**src/rtl/atm_fill_pkg.sv**
```systemverilog
package atm_fill_pkg;

  localparam int unsigned OCTET_W = 8;

  typedef logic [OCTET_W-1:0] octet_t;

  // snapshot of the two settings taken when a cell is launched
  typedef struct packed {
    octet_t hdr;
    octet_t pl;
  } fill_cfg_t;

  // what a given octet position carries
  typedef enum logic [1:0] {
    KIND_HDR_HI  = 2'd0,
    KIND_ZERO    = 2'd1,
    KIND_HDR_LO  = 2'd2,
    KIND_PAYLOAD = 2'd3
  } octet_kind_e;

endpackage

```
**src/rtl/fill_seq.sv**
```systemverilog
module fill_seq #(
  parameter int unsigned CELL_OCTETS = 53,
  parameter int unsigned IDX_W       = $clog2(CELL_OCTETS)
) (
  input  logic             clk,
  input  logic             rst,
  input  logic             req_i,
  input  logic             fire_i,
  output logic             nxt_active_o,
  output logic [IDX_W-1:0] nxt_idx_o,
  output logic             launch_o
);

  localparam logic [IDX_W-1:0] LAST_IDX = IDX_W'(CELL_OCTETS - 1);

  logic             active_q;
  logic [IDX_W-1:0] idx_q;
  logic             at_last;

  assign at_last = (idx_q == LAST_IDX);

  always_comb begin
    launch_o     = req_i && (!active_q || (fire_i && at_last));
    nxt_active_o = active_q;
    nxt_idx_o    = idx_q;
    if (launch_o) begin
      nxt_active_o = 1'b1;
      nxt_idx_o    = '0;
    end else if (fire_i) begin
      if (at_last) begin
        nxt_active_o = 1'b0;
      end else begin
        nxt_idx_o = idx_q + 1'b1;
      end
    end
  end

  always_ff @(posedge clk) begin
    if (rst) begin
      active_q <= 1'b0;
      idx_q    <= '0;
    end else begin
      active_q <= nxt_active_o;
      idx_q    <= nxt_idx_o;
    end
  end

endmodule

```
**src/rtl/fill_cfg_hold.sv**
```systemverilog
module fill_cfg_hold
  import atm_fill_pkg::*;
(
  input  logic      clk,
  input  logic      rst,
  input  logic      launch_i,
  input  fill_cfg_t cfg_i,
  output fill_cfg_t cfg_use_o
);

  fill_cfg_t cfg_q;

  always_ff @(posedge clk) begin
    if (rst) begin
      cfg_q <= '0;
    end else if (launch_i) begin
      cfg_q <= cfg_i;
    end
  end

  // the launching cycle already forms octet 1 from the fresh settings
  assign cfg_use_o = launch_i ? cfg_i : cfg_q;

endmodule

```
**src/rtl/fill_octet_fmt.sv**
```systemverilog
module fill_octet_fmt
  import atm_fill_pkg::*;
#(
  parameter int unsigned CELL_OCTETS = 53,
  parameter int unsigned HDR_OCTETS  = 5,
  parameter int unsigned IDX_W       = $clog2(CELL_OCTETS)
) (
  input  logic             clk,
  input  logic             rst,
  input  logic             nxt_active_i,
  input  logic [IDX_W-1:0] nxt_idx_i,
  input  fill_cfg_t        cfg_i,
  output logic             valid_o,
  output octet_t           data_o,
  output logic             sop_o,
  output logic             eop_o,
  output logic             hec_o
);

  localparam logic [IDX_W-1:0] LAST_IDX  = IDX_W'(CELL_OCTETS - 1);
  localparam logic [IDX_W-1:0] HEC_IDX   = IDX_W'(HDR_OCTETS - 1);
  localparam logic [IDX_W-1:0] LOADR_IDX = IDX_W'(HDR_OCTETS - 2);

  octet_kind_e kind;
  octet_t      octet_nxt;

  always_comb begin
    if (nxt_idx_i == '0)             kind = KIND_HDR_HI;
    else if (nxt_idx_i == LOADR_IDX) kind = KIND_HDR_LO;
    else if (nxt_idx_i <= HEC_IDX)   kind = KIND_ZERO;
    else                             kind = KIND_PAYLOAD;
  end

  always_comb begin
    unique case (kind)
      KIND_HDR_HI:  octet_nxt = {cfg_i.hdr[7:4], 4'h0};
      KIND_HDR_LO:  octet_nxt = {4'h0, cfg_i.hdr[3:0]};
      KIND_PAYLOAD: octet_nxt = cfg_i.pl;
      default:      octet_nxt = '0;
    endcase
  end

  always_ff @(posedge clk) begin
    if (rst) begin
      valid_o <= 1'b0;
      data_o  <= '0;
      sop_o   <= 1'b0;
      eop_o   <= 1'b0;
      hec_o   <= 1'b0;
    end else begin
      valid_o <= nxt_active_i;
      data_o  <= nxt_active_i ? octet_nxt : '0;
      sop_o   <= nxt_active_i && (nxt_idx_i == '0);
      eop_o   <= nxt_active_i && (nxt_idx_i == LAST_IDX);
      hec_o   <= nxt_active_i && (nxt_idx_i == HEC_IDX);
    end
  end

endmodule

```
**src/rtl/atm_fill_gen.sv**
```systemverilog
module atm_fill_gen
  import atm_fill_pkg::*;
#(
  parameter int unsigned PL_OCTETS = 48
) (
  input  logic       clk,
  input  logic       rst,
  input  logic       fill_req_i,
  input  logic [7:0] cfg_hdr_i,
  input  logic [7:0] cfg_pl_i,
  input  logic       out_ready_i,
  output logic       out_valid_o,
  output logic [7:0] out_data_o,
  output logic       out_sop_o,
  output logic       out_eop_o,
  output logic       out_hec_o
);

  localparam int unsigned HDR_OCTETS  = 5;
  localparam int unsigned CELL_OCTETS = HDR_OCTETS + PL_OCTETS;
  localparam int unsigned IDX_W       = $clog2(CELL_OCTETS);

  logic             fire;
  logic             launch;
  logic             nxt_active;
  logic [IDX_W-1:0] nxt_idx;
  fill_cfg_t        cfg_in;
  fill_cfg_t        cfg_use;

  assign fire   = out_valid_o && out_ready_i;
  assign cfg_in = '{hdr: cfg_hdr_i, pl: cfg_pl_i};

  fill_seq #(
    .CELL_OCTETS(CELL_OCTETS),
    .IDX_W      (IDX_W)
  ) u_seq (
    .clk         (clk),
    .rst         (rst),
    .req_i       (fill_req_i),
    .fire_i      (fire),
    .nxt_active_o(nxt_active),
    .nxt_idx_o   (nxt_idx),
    .launch_o    (launch)
  );

  fill_cfg_hold u_cfg (
    .clk      (clk),
    .rst      (rst),
    .launch_i (launch),
    .cfg_i    (cfg_in),
    .cfg_use_o(cfg_use)
  );

  fill_octet_fmt #(
    .CELL_OCTETS(CELL_OCTETS),
    .HDR_OCTETS (HDR_OCTETS),
    .IDX_W      (IDX_W)
  ) u_fmt (
    .clk         (clk),
    .rst         (rst),
    .nxt_active_i(nxt_active),
    .nxt_idx_i   (nxt_idx),
    .cfg_i       (cfg_use),
    .valid_o     (out_valid_o),
    .data_o      (out_data_o),
    .sop_o       (out_sop_o),
    .eop_o       (out_eop_o),
    .hec_o       (out_hec_o)
  );

endmodule

```
**config.mk**
```make
export PLATFORM = sky130hd
export DESIGN_NAME = atm_fill_gen
export DESIGN_NICKNAME = d
export VERILOG_FILES = /design/src/rtl/atm_fill_pkg.sv /design/src/rtl/fill_seq.sv /design/src/rtl/fill_cfg_hold.sv /design/src/rtl/fill_octet_fmt.sv /design/src/rtl/atm_fill_gen.sv
export SDC_FILE = /design/constraint.sdc
export NUM_CORES = 1
export LEC_CHECK = 0
export ABC_AREA = 1
export CORE_MARGIN = 1
export CORE_UTILIZATION = 61
export DETAILED_ROUTE_END_ITERATION = 7
export DONT_BUFFER_PORTS = 1
export PLACE_DENSITY = 0.87
export SLEW_MARGIN = 20
export SYNTH_ARGS = -nofsm -noshare
export SYNTH_HDL_FRONTEND = slang
export SYNTH_SLANG_ARGS = --single-unit
```
**constraint.sdc**
```tcl
create_clock -name clk -period 2.1 [get_ports clk]
set_input_delay 0.315 -clock clk [delete_from_list [all_inputs] [get_ports clk]]
set_output_delay 0.315 -clock clk [all_outputs]
set_load 0.005 [all_outputs]
```
==> results of run 1 <==
[cell type report]
cell class / count / area [sq um]
Clock buffer: 5 / 37.54
Clock inverter: 3 / 40.04
Fill cell: 194 / 792.0
Inverter: 13 / 53.80
Multi-Input combinational cell: 152 / 838.3
Sequential cell: 34 / 681.9
Tap cell: 30 / 37.54
Timing Repair Buffer: 2 / 18.77
[layer usage]
layer | track usage | up-vias | routed length (microns)
met3 | 0.1073 | 6 | 219
met1 | 0.3046 | 606 | 1368
li1 | - | 670 | -
met5 | 0 | - | 0
met2 | 0.4198 | 39 | 1648
met4 | 0.1053 | 0 | 34
[per-stage QoR]
step / hold slack (ns) / utilization / setup WS, ns
2_1_floorplan: 0.3934 / - / 0.4260
3_3_place_gp: 0.3882 / 0.6446 / 0.1824
3_5_place_dp: 0.3898 / 0.6446 / 0.04784
4_1_cts: 0.01546 / 0.6757 / 0.03852
5_1_grt: 0.002050 / 0.6832 / 0.009527
6_report: 0.02551 / 0.6832 / 0.1093
[cell usage after synthesis]
cell type / n
a21oi_1: 25
and3_1: 1
buf_12: 2
buf_2: 1
buf_6: 2
clkbuf_1: 2
clkinv_4: 1
dfxtp_1: 34
ha_1: 2
inv_1: 8
inv_2: 4
nand2_1: 58
nand2_2: 12
nand2_4: 4
nand2_8: 1
nand3_1: 23
nand3_2: 2
nand4_1: 1
nor2_1: 6
nor2_2: 6
nor2_4: 4
nor2_8: 1
nor3_1: 2
nor3_2: 1
o21bai_1: 2
or2b_2: 1
[report_power, final]
group / total [mW] / switching, mW / internal [mW] / leakage (nW)
registers: 0.679 / 0.00996 / 0.669 / 0.278
clock network: 0.469 / 0.222 / 0.246 / 0.0450
logic: 0.110 / 0.0733 / 0.0367 / 0.393
total: 1.26 / 0.306 / 0.953 / 0.715
[critical path: stages (launching register included)]
cell      delay, ns
dfxtp_1        0.40
inv_1          0.06
ha_1           0.18
nand2_1        0.07
inv_2          0.04
nand3_2        0.09
nand2_2        0.11
nand2_8        0.14
clkinv_4       0.14
nor2_4         0.18
nor2_8         0.09
nand2_4        0.11
nand3_1        0.09
a21oi_1        0.19
[final timing paths]
path,start,to,slack [ns],depth (start not counted)
worst max-delay path,u_seq.idx_q[1],u_fmt.data_o[6],0.11,13
worst min-delay path,rst,u_seq.idx_q[0],0.03,1
worst max register to register,u_seq.idx_q[1],u_fmt.data_o[6],0.11,13
worst min register to register,u_cfg.cfg_q[2],u_cfg.cfg_q[2],0.47,2
[logic make-up after synthesis]
kind of cell | after synthesis | synth area share
AO/OA/AOI/OAI | 27 | 0.08576
AND/OR/NAND/NOR | 123 | 0.4035
buffers and inverters | 20 | 0.07886
flip-flops | 34 | 0.4165
adder cells (fa/ha/maj) | 2 | 0.01531
[what timing repair did]
item	CTS	global route
gates resized for setup	0	4
endpoints found under the setup margin	0	8
endpoints found under the hold margin	0	0
buffers inserted	0	0
[flip-flops by register name (all words and copies together), names as in the netlist]
name            cells
u_cfg.cfg_q        16
u_fmt.data_o        8
u_seq.idx_q         6
u_fmt.eop_o         1
u_fmt.hec_o         1
u_fmt.sop_o         1
u_seq.active_q      1
==> flow_summary.toml, run 1 <==
[global_route]
grt-ovfl-total = 0
grt_use_total = 0.2610
grt_first_pass_wirelength_microns = 5195
grt_max_degree = 24
grt_pass1_vias = 1220
antenna_found_initial = 0

[yosys]
synth_cells = 206
yosysSeqAreaShare = 0.4165
ys_ff_latch = 34
yosysTopAreaCell = "dfxtp_1"
yosys_warnings = 0
syn_avg_cell_area_sq_um = 7.932
synth_area_leaders = "dfxtp_1 42%, nand2_1 13%, a21oi_1 7.7%"
netlist.area_leader.share = 0.4165
syn-cell-area_sq_mm = 0.001634
ys_types = 26
synth_nets = 228

[drt]
via_per_inst = 5.527
drt_iter0_markers = 22
drt-pass1-iter-count = 4
wirelength_microns = 3271
drc = 0
ant_nets = 0
vias = 1321
wl_per_cell_microns = 13.69

[sta]
rsz0062_at_grt = "no"
fin_tns_setup_ns = 0
fin_skew_ns = 0.007792
drv_slew = 0
hold_viol = 0
worst_slew_pin_slew_ns = 0.3431
relSlewSlack = 0.7710
min_period_over_period = 0.9479
setup_viol = 0
finalCriticalPeriod_ns = 1.991
max_freq_ghz = 0.5023

[clock_tree]
htreeDepth = 2
path_clk_slew_ns = 0.11
clock_latency_ns = 0.34
cts.path.max_buffers = 2
numCtsBuffers = 5
cts_tree = "yes"
postCtsHoldBufs = 0
cts_root_buf = "clkbuf_4"
clock-sinks = 34

[final_layout]
diodes = 0
final_common_cell = "nand2_1"
stdcell_count = 239
syn2layout_area_growth_pct = 4.518
num-nets-final = 230
layout-drive-gt1-share = 0.2297
design_area_sq_mm = 0.001708
final_cell_mix = "58 x nand2_1, 33 x dfxtp_1, 25 x a21oi_1, 23 x nand3_1, 12 x nand2_2"

[setup_path]
path_max_fanout = 11
critPathLaunchType = "register"
worstSetupPathType = "register to register"
cp.arrival_ns = 2.25
cp.required_ns = 2.36
end_kind = "register"

[floorplanning]
core_sq_mm = 0.002500
die_area_sq_mm = 0.002890
fp.dieW_microns = 53.76
row_count = 18
die_h_microns = 53.76
start_util = 0.6537
io_pins = 32

[placed_design]
io_buffers = 0
hpwl_microns = 2458
dpl_cell_area_sq_mm = 0.001612
place_inst = 231
globalplace.congestion = 0.9027

[power_and_ir_drop]
p_total_mw = 1.258
pwr_density_cell_mw_per_mm2 = 736.7
max-vdd-ir-drop_uv = 683.8
leakage_nw = 0.7153

[run_status]
outcome = "completed"

[flow_run]
maxCapViolCount = 0

[worst_hold_path]
hp-class = "input port to register"
Power figures use the tool's default switching activity.
==> run 2, diff against run 1 <==
--- a/config.mk
+++ b/config.mk
@@ -6,8 +6,10 @@
 export NUM_CORES = 1
 export LEC_CHECK = 0
 export ABC_AREA = 1
+export CELL_PAD_IN_SITES_DETAIL_PLACEMENT = 1
+export CELL_PAD_IN_SITES_GLOBAL_PLACEMENT = 1
 export CORE_MARGIN = 1
-export CORE_UTILIZATION = 61
+export CORE_UTILIZATION = 45
 export DETAILED_ROUTE_END_ITERATION = 7
 export DONT_BUFFER_PORTS = 1
 export PLACE_DENSITY = 0.87
==> run 2 against run 1 <==
Non-clock buffer count rose by 1. Largest cell class unchanged. Power fell by 8.5%. Critical path type unchanged. Largest power group unchanged. Via count rose by 2.6%. Die area rose by 34%. Combinational power rose by 4%. Clock skew fell by 0.00083 ns. Final cell count rose by 6.3%. Utilization fell by 18 points. Clock power fell by 24%. Clock-buffer cell count rose by 1. Routed wire length rose by 24%. First-iteration DRC count rose by 86%.
==> flow_summary.toml, run 2 (synthesis results as in run 1) <==
[run_status]
outcome = "completed"

[floorplanning]
io_pins = 32
core_sq_mm = 0.003416
die_area_sq_mm = 0.003876
fp.dieW_microns = 62.26
start_util = 0.4784
row_count = 21
die_h_microns = 62.26

[power_and_ir_drop]
leakage_nw = 0.7083
max-vdd-ir-drop_uv = 482.3
pwr_density_cell_mw_per_mm2 = 671.8

[drt]
drt_iter0_markers = 41
wl_per_cell_microns = 15.93
drt-pass1-iter-count = 4
wirelength_microns = 4047
via_per_inst = 5.339
vias = 1356
drc = 0
ant_nets = 0

[setup_path]
cp.required_ns = 2.37
end_kind = "register"
cp.arrival_ns = 2.24
worstSetupPathType = "register to register"
path_max_fanout = 19
critPathLaunchType = "register"

[global_route]
grt_max_degree = 24
grt_pass1_vias = 1418
grt-ovfl-total = 0
grt_first_pass_wirelength_microns = 6672
antenna_found_initial = 0
grt_use_total = 0.2300

[final_layout]
layout-drive-gt1-share = 0.2356
num-nets-final = 231
final_common_cell = "nand2_1"
diodes = 0
reg_top3 = "u_cfg.cfg_q: 16 flops, u_fmt.data_o: 8 flops, u_seq.idx_q: 6 flops"
syn2layout_area_growth_pct = 4.824
design_area_sq_mm = 0.001713
regMostFlops = "u_cfg.cfg_q"
final_core_util = 0.5015
stdcell_count = 254
largest_reg_flops = 16
final_cell_mix = "58 x nand2_1, 32 x dfxtp_1, 24 x a21oi_1, 23 x nand3_1, 12 x nand2_2"

[sta]
fin_tns_setup_ns = 0
max_freq_ghz = 0.5064
relSlewSlack = 0.7612
setup_viol = 0
worst_slew_pin_slew_ns = 0.3578
drv_slew = 0
min_period_over_period = 0.9404
hold_viol = 0
fin_skew_ns = 0.006960
finalCriticalPeriod_ns = 1.975

[placed_design]
place_inst = 248
io_buffers = 0
hpwl_microns = 3145
globalplace.congestion = 0.8089
dpl_cell_area_sq_mm = 0.001639

[clock_tree]
htreeDepth = 2
cts.path.max_buffers = 2
clock_latency_ns = 0.34
cts_tree = "yes"
numCtsBuffers = 5
path_clk_slew_ns = 0.09
cts_root_buf = "clkbuf_4"
postCtsHoldBufs = 0
clock-sinks = 34

[flow_run]
maxCapViolCount = 0

[worst_hold_path]
hp-class = "input port to register"
[run 2: cell types whose count changed in the layout (fill, tap and decap cells not counted), sizes merged]
cell	delta
clkinv	-3
buf	+1
bufinv	-1
clkbuf	+1
inv	+1
[run 2: report_power, final]
group / internal [mW] / total, mW / switching [mW]
combinational: 0.0364 / 0.114 / 0.0778
sequential: 0.669 / 0.680 / 0.0104
clock: 0.151 / 0.357 / 0.206
total: 0.856 / 1.15 / 0.294
[run 2: final timing paths]
check                        from              end  slack [ns]  cells after the start
setup / recovery   u_seq.idx_q[0]  u_fmt.data_o[0]        0.13                     14
hold / removal                rst   u_seq.idx_q[1]        0.03                      1
hold reg to reg   u_cfg.cfg_q[10]  u_cfg.cfg_q[10]        0.48                      2
setup reg to reg   u_seq.idx_q[0]  u_fmt.data_o[0]        0.13                     14
[run 2: area by class of cell]
cell class                      count  area, sq um
Sequential cell                    34        683.2
Multi-Input combinational cell    152        842.1
Timing Repair Buffer                3        22.52
Inverter                           13        56.30
Tap cell                           46        57.56
Fill cell                         433         1703
Clock buffer                        6        51.30
[run 2: worst max-delay path: stages (launching register included)]
cell     delay, ns
dfxtp_2       0.37
inv_1         0.07
ha_1          0.20
nand2_1       0.07
inv_2         0.04
nand3_2       0.08
nand2_2       0.10
nand2_8       0.16
buf_4         0.20
nand2_8       0.07
inv_2         0.07
nor2_4        0.04
nand2_4       0.11
nand3_1       0.13
a21oi_1       0.18
[run 2: stage by stage]
stage          setup slack, ns  power, mW  hold slack (ns)
3_5_place_dp          -0.05121     0.8047           0.3915
2_1_floorplan           0.4260     0.7959           0.3934
4_1_cts                0.02008      1.153          0.03266
6_report                0.1251      1.151          0.02771
3_3_place_gp            0.1201     0.7967           0.3878
5_1_grt              -0.003239      1.201          0.01404
[run 2: per-layer routing]
metal,vias up,wire length [microns],track usage
li1,671,-,-
met1,638,1614,0.2394
met2,34,2117,0.4121
met3,13,197,0.08088
met4,0,117,0.1047
met5,-,0,0
[run 2: timing repair]
| item | CTS | global route |
|---|---|---|
| endpoints found under the setup margin | 6 | 8 |
| buffers inserted | 0 | 0 |
| resized for setup | 2 | 4 |
| pin swaps | 0 | 1 |
